$ cat src/rtl/voice_pkg.sv
package voice_pkg;
  typedef enum logic [1:0] {
    SEL_START = 2'd0,
    SEL_LEN   = 2'd1,
    SEL_PER   = 2'd2,
    SEL_VOL   = 2'd3
  } cfg_sel_e;

  localparam int unsigned MIN_PER = 4;
  localparam int unsigned VOL_MAX = 64;
endpackage

$ cat src/rtl/voice_cfg.sv
module voice_cfg
  import voice_pkg::*;
#(
  parameter int AW = 16,
  parameter int LW = 16,
  parameter int PW = 16,
  parameter int VW = 7,
  parameter int CW = 16
) (
  input  logic          clk,
  input  logic          rst_n,
  input  logic          we,
  input  logic [1:0]    sel,
  input  logic [CW-1:0] data,
  output logic [AW-1:0] start_o,
  output logic [LW-1:0] len_o,
  output logic [PW-1:0] per_o,
  output logic [VW-1:0] vol_o
);
  logic [AW-1:0] start_q, start_n;
  logic [LW-1:0] len_q, len_n;
  logic [PW-1:0] per_q, per_n;
  logic [VW-1:0] vol_q, vol_n;

  always_comb begin
    start_n = start_q;
    len_n   = len_q;
    per_n   = per_q;
    vol_n   = vol_q;
    if (we) begin
      case (cfg_sel_e'(sel))
        SEL_START: start_n = data[AW-1:0];
        SEL_LEN:   len_n   = data[LW-1:0];
        SEL_PER:   per_n   = data[PW-1:0];
        default:   vol_n   = data[VW-1:0];
      endcase
    end
  end

  always_ff @(posedge clk or negedge rst_n) begin
    if (!rst_n) begin
      start_q <= '0;
      len_q   <= LW'(1);
      per_q   <= PW'(MIN_PER);
      vol_q   <= '0;
    end else begin
      start_q <= start_n;
      len_q   <= len_n;
      per_q   <= per_n;
      vol_q   <= vol_n;
    end
  end

  // clamped views seen by the working logic
  assign start_o = start_q;
  assign len_o   = (len_q == '0) ? LW'(1) : len_q;
  assign per_o   = (per_q < PW'(MIN_PER)) ? PW'(MIN_PER) : per_q;
  assign vol_o   = (vol_q > VW'(VOL_MAX)) ? VW'(VOL_MAX) : vol_q;
endmodule

$ cat src/rtl/voice_fetch.sv
module voice_fetch #(
  parameter int AW = 16,
  parameter int LW = 16,
  parameter int DW = 16
) (
  input  logic          clk,
  input  logic          rst_n,
  input  logic          run,
  input  logic [AW-1:0] start_i,
  input  logic [LW-1:0] len_i,
  input  logic          take_i,
  input  logic          mem_ack,
  input  logic [DW-1:0] mem_rdata,
  output logic          mem_req,
  output logic [AW-1:0] mem_addr,
  output logic [DW-1:0] word_o,
  output logic          full_o,
  output logic          irq_o
);
  logic          run_q, pend_q, pend_n, full_q, full_n, irq_q, irq_n;
  logic [AW-1:0] addr_q, addr_n, raddr_q, raddr_n;
  logic [LW-1:0] left_q, left_n;
  logic [DW-1:0] word_q, word_n;
  logic          load, got, issue;

  assign load  = run & ~run_q;
  assign got   = mem_ack & pend_q & run & run_q;
  assign issue = run & run_q & ~full_q & ~pend_q;

  always_comb begin
    addr_n  = addr_q;
    left_n  = left_q;
    word_n  = word_q;
    full_n  = full_q;
    pend_n  = pend_q;
    raddr_n = raddr_q;
    irq_n   = 1'b0;
    if (load) begin
      addr_n = start_i;
      left_n = len_i;
      irq_n  = 1'b1;
    end
    if (got) begin
      word_n = mem_rdata;
      full_n = 1'b1;
      if (left_q == LW'(1)) begin
        addr_n = start_i;
        left_n = len_i;
        irq_n  = 1'b1;
      end else begin
        addr_n = addr_q + AW'(1);
        left_n = left_q - LW'(1);
      end
    end
    if (mem_ack && pend_q) begin
      pend_n = 1'b0;
    end else if (issue) begin
      pend_n  = 1'b1;
      raddr_n = addr_q;
    end
    if (take_i) full_n = 1'b0;
    if (!run)   full_n = 1'b0;
  end

  always_ff @(posedge clk or negedge rst_n) begin
    if (!rst_n) begin
      run_q   <= 1'b0;
      pend_q  <= 1'b0;
      full_q  <= 1'b0;
      irq_q   <= 1'b0;
      addr_q  <= '0;
      raddr_q <= '0;
      left_q  <= LW'(1);
      word_q  <= '0;
    end else begin
      run_q   <= run;
      pend_q  <= pend_n;
      full_q  <= full_n;
      irq_q   <= irq_n;
      addr_q  <= addr_n;
      raddr_q <= raddr_n;
      left_q  <= left_n;
      word_q  <= word_n;
    end
  end

  assign mem_req  = pend_q;
  assign mem_addr = raddr_q;
  assign word_o   = word_q;
  assign full_o   = full_q;
  assign irq_o    = irq_q;
endmodule

$ cat src/rtl/voice_play.sv
module voice_play #(
  parameter int PW = 16,
  parameter int VW = 7,
  parameter int SW = 8,
  localparam int DW = 2 * SW,
  localparam int OW = SW + VW
) (
  input  logic          clk,
  input  logic          rst_n,
  input  logic          run,
  input  logic [PW-1:0] per_i,
  input  logic [VW-1:0] vol_i,
  input  logic [DW-1:0] word_i,
  input  logic          full_i,
  output logic          take_o,
  output logic [OW-1:0] out_o,
  output logic          tick_o
);
  logic [PW-1:0] cnt_q, cnt_n;
  logic          ph_q, ph_n, tick_q, tick_n;
  logic [SW-1:0] low_q, low_n, pick;
  logic [OW-1:0] out_q, out_n;
  logic signed [OW-1:0] s_ext, v_ext, prod;
  logic          expire, emit;

  assign expire = run & (cnt_q <= PW'(1));
  assign take_o = expire & ~ph_q & full_i;

  always_comb begin
    s_ext = {{VW{pick[SW-1]}}, pick};
    v_ext = {{SW{1'b0}}, vol_i};
    prod  = s_ext * v_ext;
  end

  always_comb begin
    cnt_n = cnt_q;
    ph_n  = ph_q;
    low_n = low_q;
    out_n = out_q;
    emit  = 1'b0;
    pick  = word_i[DW-1:SW];
    if (!run) begin
      cnt_n = per_i;
      ph_n  = 1'b0;
    end else if (expire) begin
      cnt_n = per_i;
    end else begin
      cnt_n = cnt_q - PW'(1);
    end
    if (expire) begin
      if (ph_q) begin
        pick = low_q;
        emit = 1'b1;
        ph_n = 1'b0;
      end else if (full_i) begin
        low_n = word_i[SW-1:0];
        emit  = 1'b1;
        ph_n  = 1'b1;
      end
    end
    if (emit) out_n = prod;
    tick_n = emit;
  end

  always_ff @(posedge clk or negedge rst_n) begin
    if (!rst_n) begin
      cnt_q  <= PW'(4);
      ph_q   <= 1'b0;
      low_q  <= '0;
      out_q  <= '0;
      tick_q <= 1'b0;
    end else begin
      cnt_q  <= cnt_n;
      ph_q   <= ph_n;
      low_q  <= low_n;
      out_q  <= out_n;
      tick_q <= tick_n;
    end
  end

  assign out_o  = out_q;
  assign tick_o = tick_q;
endmodule

$ cat src/rtl/sample_voice.sv
module sample_voice #(
  parameter int AW = 16,
  parameter int LW = 16,
  parameter int PW = 16,
  parameter int VW = 7,
  parameter int SW = 8,
  parameter int CW = 16,
  localparam int DW = 2 * SW,
  localparam int OW = SW + VW
) (
  input  logic          clk,
  input  logic          rst_n,
  input  logic          play_en,
  input  logic          cfg_we,
  input  logic [1:0]    cfg_sel,
  input  logic [CW-1:0] cfg_data,
  output logic          mem_req,
  output logic [AW-1:0] mem_addr,
  input  logic          mem_ack,
  input  logic [DW-1:0] mem_rdata,
  output logic [OW-1:0] smp_out,
  output logic          smp_tick,
  output logic          blk_irq
);
  logic [1:0]    rsync_q;
  logic          irst_n;
  logic [AW-1:0] start_w;
  logic [LW-1:0] len_w;
  logic [PW-1:0] per_w;
  logic [VW-1:0] vol_w;
  logic [DW-1:0] word_w;
  logic          full_w, take_w;

  // asynchronous assert, synchronous release
  always_ff @(posedge clk or negedge rst_n) begin
    if (!rst_n) rsync_q <= 2'b00;
    else        rsync_q <= {rsync_q[0], 1'b1};
  end
  assign irst_n = rsync_q[1];

  voice_cfg #(.AW(AW), .LW(LW), .PW(PW), .VW(VW), .CW(CW)) u_cfg (
    .clk(clk), .rst_n(irst_n), .we(cfg_we), .sel(cfg_sel), .data(cfg_data),
    .start_o(start_w), .len_o(len_w), .per_o(per_w), .vol_o(vol_w)
  );

  voice_fetch #(.AW(AW), .LW(LW), .DW(DW)) u_fetch (
    .clk(clk), .rst_n(irst_n), .run(play_en), .start_i(start_w), .len_i(len_w),
    .take_i(take_w), .mem_ack(mem_ack), .mem_rdata(mem_rdata),
    .mem_req(mem_req), .mem_addr(mem_addr), .word_o(word_w), .full_o(full_w),
    .irq_o(blk_irq)
  );

  voice_play #(.PW(PW), .VW(VW), .SW(SW)) u_play (
    .clk(clk), .rst_n(irst_n), .run(play_en), .per_i(per_w), .vol_i(vol_w),
    .word_i(word_w), .full_i(full_w), .take_o(take_w),
    .out_o(smp_out), .tick_o(smp_tick)
  );
endmodule

$ cat config.mk
export PLATFORM = sky130hd
export DESIGN_NAME = sample_voice
export DESIGN_NICKNAME = d
export VERILOG_FILES = /design/src/rtl/voice_pkg.sv /design/src/rtl/voice_cfg.sv /design/src/rtl/voice_fetch.sv /design/src/rtl/voice_play.sv /design/src/rtl/sample_voice.sv
export SDC_FILE = /design/constraint.sdc
export NUM_CORES = 1
export LEC_CHECK = 0
export BUFFER_PORTS_ARGS = -buffer_cell sky130_fd_sc_hd__buf_2
export CORE_MARGIN = 2
export CORE_UTILIZATION = 30
export CTS_CLUSTER_DIAMETER = 80
export DETAILED_ROUTE_END_ITERATION = 12
export GPL_ROUTABILITY_DRIVEN = 0
export SKIP_LAST_GASP = 1
export SLEW_MARGIN = 20
export SYNTH_ARGS = -nofsm -noshare
export SYNTH_HDL_FRONTEND = slang
export SYNTH_HIERARCHICAL = 1
export SYNTH_SLANG_ARGS = --single-unit
$ cat constraint.sdc
create_clock -name clk -period 12.8 [get_ports clk]
set_input_delay 1.28 -clock clk [delete_from_list [all_inputs] [get_ports clk]]
set_output_delay 1.28 -clock clk [all_outputs]
set_load 0.02 [all_outputs]
* Yosys cells after proc, flatten, opt, wreduce, memory -nomap -nowiden *
Cells that the tools add are included.

word-level totals
  RAM bits = 0
  register bits = 166
  output and inout port bits = 34
  input bits = 39
  memory bits (read-only) = 0
  word-level logic and storage cells = 85
  latch bits = 0
  memories kept = 0

operators by class
  div/mod/pow operators = 0
  multiply operators = 1
  bitwise operators = 16
  shift-type cells = 0
  muxes and demuxes = 28
  $lt $le $gt $ge = 3
  $add $sub $neg = 3
  equality and inequality tests = 4
  reductions and logical operators = 12

operator list
  operator                                                                           count
  16-bit 2-to-1 mux                                                                  10
  16-bit by 1-bit subtractor with 16-bit output, second input constant               2
  16-bit by 1-bit adder with 16-bit output, second input constant                    1
  16-bit by 1-bit == test with 1-bit output, second input constant                   1
  16-bit by 1-bit less-or-equal comparator with 1-bit output, second input constant  1
  16-bit logical NOT                                                                 1
  16-bit by 3-bit < comparator with 1-bit output, second input constant              1
  8-bit 2-to-1 mux                                                                   2
  8-bit by 8-bit multiplier with 15-bit output                                       1
  1-bit 2-to-1 mux                                                                   15
  1-bit AND                                                                          10
  2-bit AND reduction                                                                5
  7-bit > comparator, second input constant                                          1
  7-bit 2-to-1 mux                                                                   1
  1-bit NOT                                                                          6
  2-bit nonzero test                                                                 2
  3-bit by 1-bit != test with 1-bit output, second input constant                    1
  3-bit AND reduction                                                                1
  3-bit OR reduction                                                                 1
  2-bit by 1-bit == test with 1-bit output, second input constant                    1
  2-bit == test, second input constant                                               1
  2-bit logical NOT                                                                  1
  1-bit logical AND                                                                  1

* Logic depth before layout (Yosys ltp) *
  depth after elaboration = 6
  gate-level depth with buffers = 23
  mapped depth without buffers = 23

* By module *
Netlist, hierarchy kept.

modules (own cells, without submodules)
  module        area an instance (µm²)  instances  cells an instance
  voice_play    4167.7                  1          445
  voice_fetch   3399.5                  1          349
  voice_cfg     2312.2                  1          166
  sample_voice  53.8                    1          3

* Least setup slack after synthesis *
No wires, ideal clock.

  kind = input to register
  start point = input port play_en
  end point = register u_play.out_q[14], in the netlist u_play/out_o[14]
  setup slack = 6.213 ns
  data required time = 12.675 ns
  data arrival time = 6.463 ns
  path buffers = 0
  stages = 20
  path through = or3b_2 > nor4_4 > nand4_4 > mux2_4 > and2_1 > fa_1 > inv_1 > fa_1 > inv_1 > fa_1 > inv_1 > fa_1 > inv_1 > ha_1 > a21oi_1 > o21bai_1 > a21oi_1 > o21ai_0 > xnor2_1 > mux2_2

between the ends
  cells in the longest elaborated chain, start to end = 3
  elaborated cells on any way between the ends = 4
  classes of those cells = mul (1); mux (2); bitwise (1)

ends and longest elaborated chain
  what                                          line                text
  start, declared                               sample_voice.sv:13  input logic play_en,
  1-bit AND (*)                                 voice_play.sv:26    assign expire = run & (cnt_q <= PW'(1));
  8-bit 2-to-1 mux                              voice_play.sv:50    if (expire) begin
  8-bit by 8-bit multiplier with 15-bit output  voice_play.sv:32    prod = s_ext * v_ext;
  end signal, assigned                          voice_play.sv:76    out_q <= out_n;
  end, declared                                 voice_play.sv:22    logic [OW-1:0] out_q, out_n;

Mark *: on every way between the ends. The rest lies on a longest branch, timed or not.
A chain may end at the register's enable or synchronous reset.

* Worst setup path in the final report *
Same ends and word-level chain as after synthesis.

==> summary.md <==
| Metric | Value |
|---|---|
| Worst EP required | 13.12 ns |
| Worst slew pin tran | 0.8952 ns |
| Initial DRT Pass Iterations | 7 |
| Die Height | 186.0 um |
| Most frequent cells in the layout | dfrtp_1, nand2_1, inv_1 |
| Initial core utilization | 30.53% |
| IO Port Bufs | 72 |
| N_diodes | 0 |
| Worst-path clk slew | 0.07 ns |
| Final nets | 1122 |
| Maxcap violations | 0 |
| Reg power frac | 38.3% |
| Status | finished clean |
| Clock share of power | 26.8% |
| Cts repair resizes | 0 |
| Vias | 7077 |
| R2R Setup Slk | 6.73 ns |
| Buffer and inverter count on the worst path | 5 |
| CTS root buf | clkbuf_16 |
| # IOs | 73 |
| Post-synthesis register bit count | 166 |
| Fmax | 151.2 MHz |
| Arrival time worst endpoint | 6.94 ns |
| Wire per inst | 15.68 um |
| Die X | 186.0 um |
| Fin util | 34.55% |
| Clk Latency, worst-skew pair | 0.44 ns |
| Internal | 1.196 mW |
| Max transition margin | 40.14% |
| Unrepaired setup endpoints after global routing | false |
| Avg Cell Area, Syn | 10.31 um2 |
| Synth Flop Type | dfrtp_1 |
| Peak VDD IR | 0.1039 mV |
| CP endpoint kind | register |
| Synth Cell Area | 0.009933 mm2 |
| Vias in the first global route | 6896 |
| Worst Setup Start Kind | primary input |
| Filler cell count | 3319 |
| Core ar. | 0.03254 mm2 |
| Slew Limit Fails | 0 |
| First-pass GRT wire length | 37.79 mm |
| PwrDens | 170.6 mW/mm2 |
| Hold Slack | 0.3503 ns |
| CP max stage cell | fa_1 |
| Post-synth EDFFs | 0 |
| Initial antenna violation count | 1 |
| HPWL reported at the end of detailed placement | 16.60 mm |
| Post CTS Setup Buffer Count | 0 |
| Setup violations, final | 0 |
| # rows | 66 |
| Final Skew | 0.01527 ns |
| Cells after Synth | 963 |
| Clock sink total | 166 |
| Inst Count DP | 1426 |
| Share of async-settable or async-resettable flops after synthesis | 100.0% |
| Routed WL | 22.88 mm |
| Share of layout cells above drive strength 1 | 21.83% |
| Critical path type | primary input to register |
| Commonest non-fill, non-tap cell in the layout | dfrtp_1 |
| Via density | 4.851 |
| Min Clock Period, post-route | 6.616 ns |
| Synthesized Nets | 1081 |
| CP peak stage delay | 0.62 ns |
| Post-synth cell types | 78 |
| Switching share of power | 37.64% |
| P&R area growth vs syn | 13.16% |
| Fin Setup TNS | 0 ns |
| CTS tree | done |
| Largest delay share family, worst path | adder cells |
| H-Tree Depth | 4 |
| Total power | 1.917 mW |
| CTS Buf Count | 17 |
| Post-synthesis sequential area ratio | 41.87% |
| Final hold violations | 0 |
| Combinational share of power | 34.9% |
| Non-Filler Instances | 1459 |
| Die Footprint | 0.03458 mm2 |
| Overflow after GRT | 0 |
| Total GRT Usage | 14.01% |
| DR DRC count | 0 |
| Final worst path period share | 51.69% |
| Clock tree buffer depth | 2 |
| LEAKAGE | 5.183 nW |
| Class of the worst hold path | register to asynchronous set/reset pin |
| Antenna viol nets, final | 0 |
| Max FO, Critical Path | 11 |
| YS warnings | 6 |
| Initial DRC count | 366 |
| Largest net degree at the start of global routing | 86 |
| Post-CTS Hold Buffers | 0 |
| P_sw | 0.7217 mW |
| CP Cell Sequence | buf_2 -> or3b_2 -> nor4_4 -> nand4_4 -> mux2_4 -> and2_1 -> fa_1 -> inv_1 -> fa_1 -> inv_1 -> fa_1 -> inv_1 -> fa_1 -> inv_1 -> ha_1 -> a21oi_1 -> o21bai_1 -> a21oi_1 -> o21ai_0 -> xnor2_1 -> mux2_2 |
==> path summary, 6_finish.rpt <==
path / start / endpoint / depth (start not counted)
max in group asynchronous: rsync_q[1] / u_fetch/word_o[5] / 1
worst min register to register: rsync_q[1] / u_cfg/start_o[12] / 0
worst min-delay path: rsync_q[1] / u_cfg/start_o[12] / 0
min in group clk: rsync_q[0] / rsync_q[1] / 0
worst max-delay path: play_en / u_play/out_o[14] / 21
worst max register to register: u_play/cnt_q[3] / u_play/out_o[14] / 20
==> cell usage after synthesis (15+ instances only) <==
master    number  area share (%)
a21oi_1       20             1.0
clkbuf_1      43             1.6
dfrtp_1      162              41
fa_1          44             8.9
ha_1          35             4.4
inv_1         94             3.6
mux2_2        81             9.2
nand2_1      120             4.5
nand3_1       18            0.91
nor2_1        34             1.3
nor2b_1       30             1.9
nor3_1        19            0.96
nor4_1        15            0.94
o21ai_0       48             2.4
xnor2_1       18             1.6
==> state kept, by name (all words and copies together), names as in the netlist <==
| name | cells |
|---|---|
| u_cfg/per_q | 16 |
| u_fetch/full_o | 1 |
| u_fetch/mem_addr | 16 |
| u_cfg/vol_q | 7 |
| u_play/cnt_q | 16 |
| rsync_q | 2 |
| u_fetch/run_q | 1 |
| u_fetch/irq_o | 1 |
| u_play/ph_q | 1 |
| u_play/low_q | 8 |
| u_cfg/start_o | 16 |
| u_play/tick_o | 1 |
| u_fetch/left_q | 16 |
| u_play/out_o | 15 |
| u_cfg/len_q | 16 |
| u_fetch/mem_req | 1 |
| u_fetch/word_o | 16 |
| u_fetch/addr_q | 16 |
==> through the flow <==
step,cell area [um2],setup WS (ns)
after floorplan,9933,6.213
after global placement,10630,5.788
after detailed placement,10630,5.685
after CTS,11220,6.172
after global routing,11240,5.850
final,11240,6.184
==> power by group through the flow <==
stage	registers, mW	clock network [mW]	logic, mW
floorplan	0.742	0	0.513
global placement	0.743	0	0.664
detailed placement	0.745	0	0.676
CTS	0.736	0.529	0.677
global route	0.751	0.552	0.772
finish	0.734	0.515	0.669
==> logic make-up (layout without fill, tap and decap cells) <==
| family | after synthesis | after routing | synth area share (%) |
|---|---|---|---|
| other | 1 | 1 | 0.03775 |
| flip-flops | 166 | 166 | 41.87 |
| AND/OR/NAND/NOR | 313 | 313 | 16.87 |
| XOR/XNOR | 27 | 27 | 2.381 |
| buffers and inverters | 151 | 205 | 6.197 |
| AO/OA/AOI/OAI | 134 | 134 | 9.032 |
| multiplexers | 92 | 92 | 10.34 |
| adder cells (fa/ha/maj) | 79 | 79 | 13.28 |
==> layout make-up <==
type                       instances  area (um2)  share of cell area (%)
multi-input combinational        646        5159                   45.89
sequential                       166        4163                   37.03
tap                              442       553.0                   4.920
clock buffer                      18       439.2                   3.907
timing repair buffer              78       421.7                   3.751
inverter                          95       356.6                   3.172
clock inverter                    14       148.9                   1.325
==> layer usage <==
metal / GRT usage [%] / part of all wire (%) / up-vias / wire length (um)
met5: 0 / 0.057 / - / 13
met2: 21.71 / 46 / 152 / 10440
met3: 2.896 / 4.4 / 20 / 1004
met4: 3.780 / 1.4 / 2 / 325
li1: - / - / 3353 / -
met1: 19.84 / 49 / 3550 / 11100
Note: power is estimated with default switching activity, not from simulation.
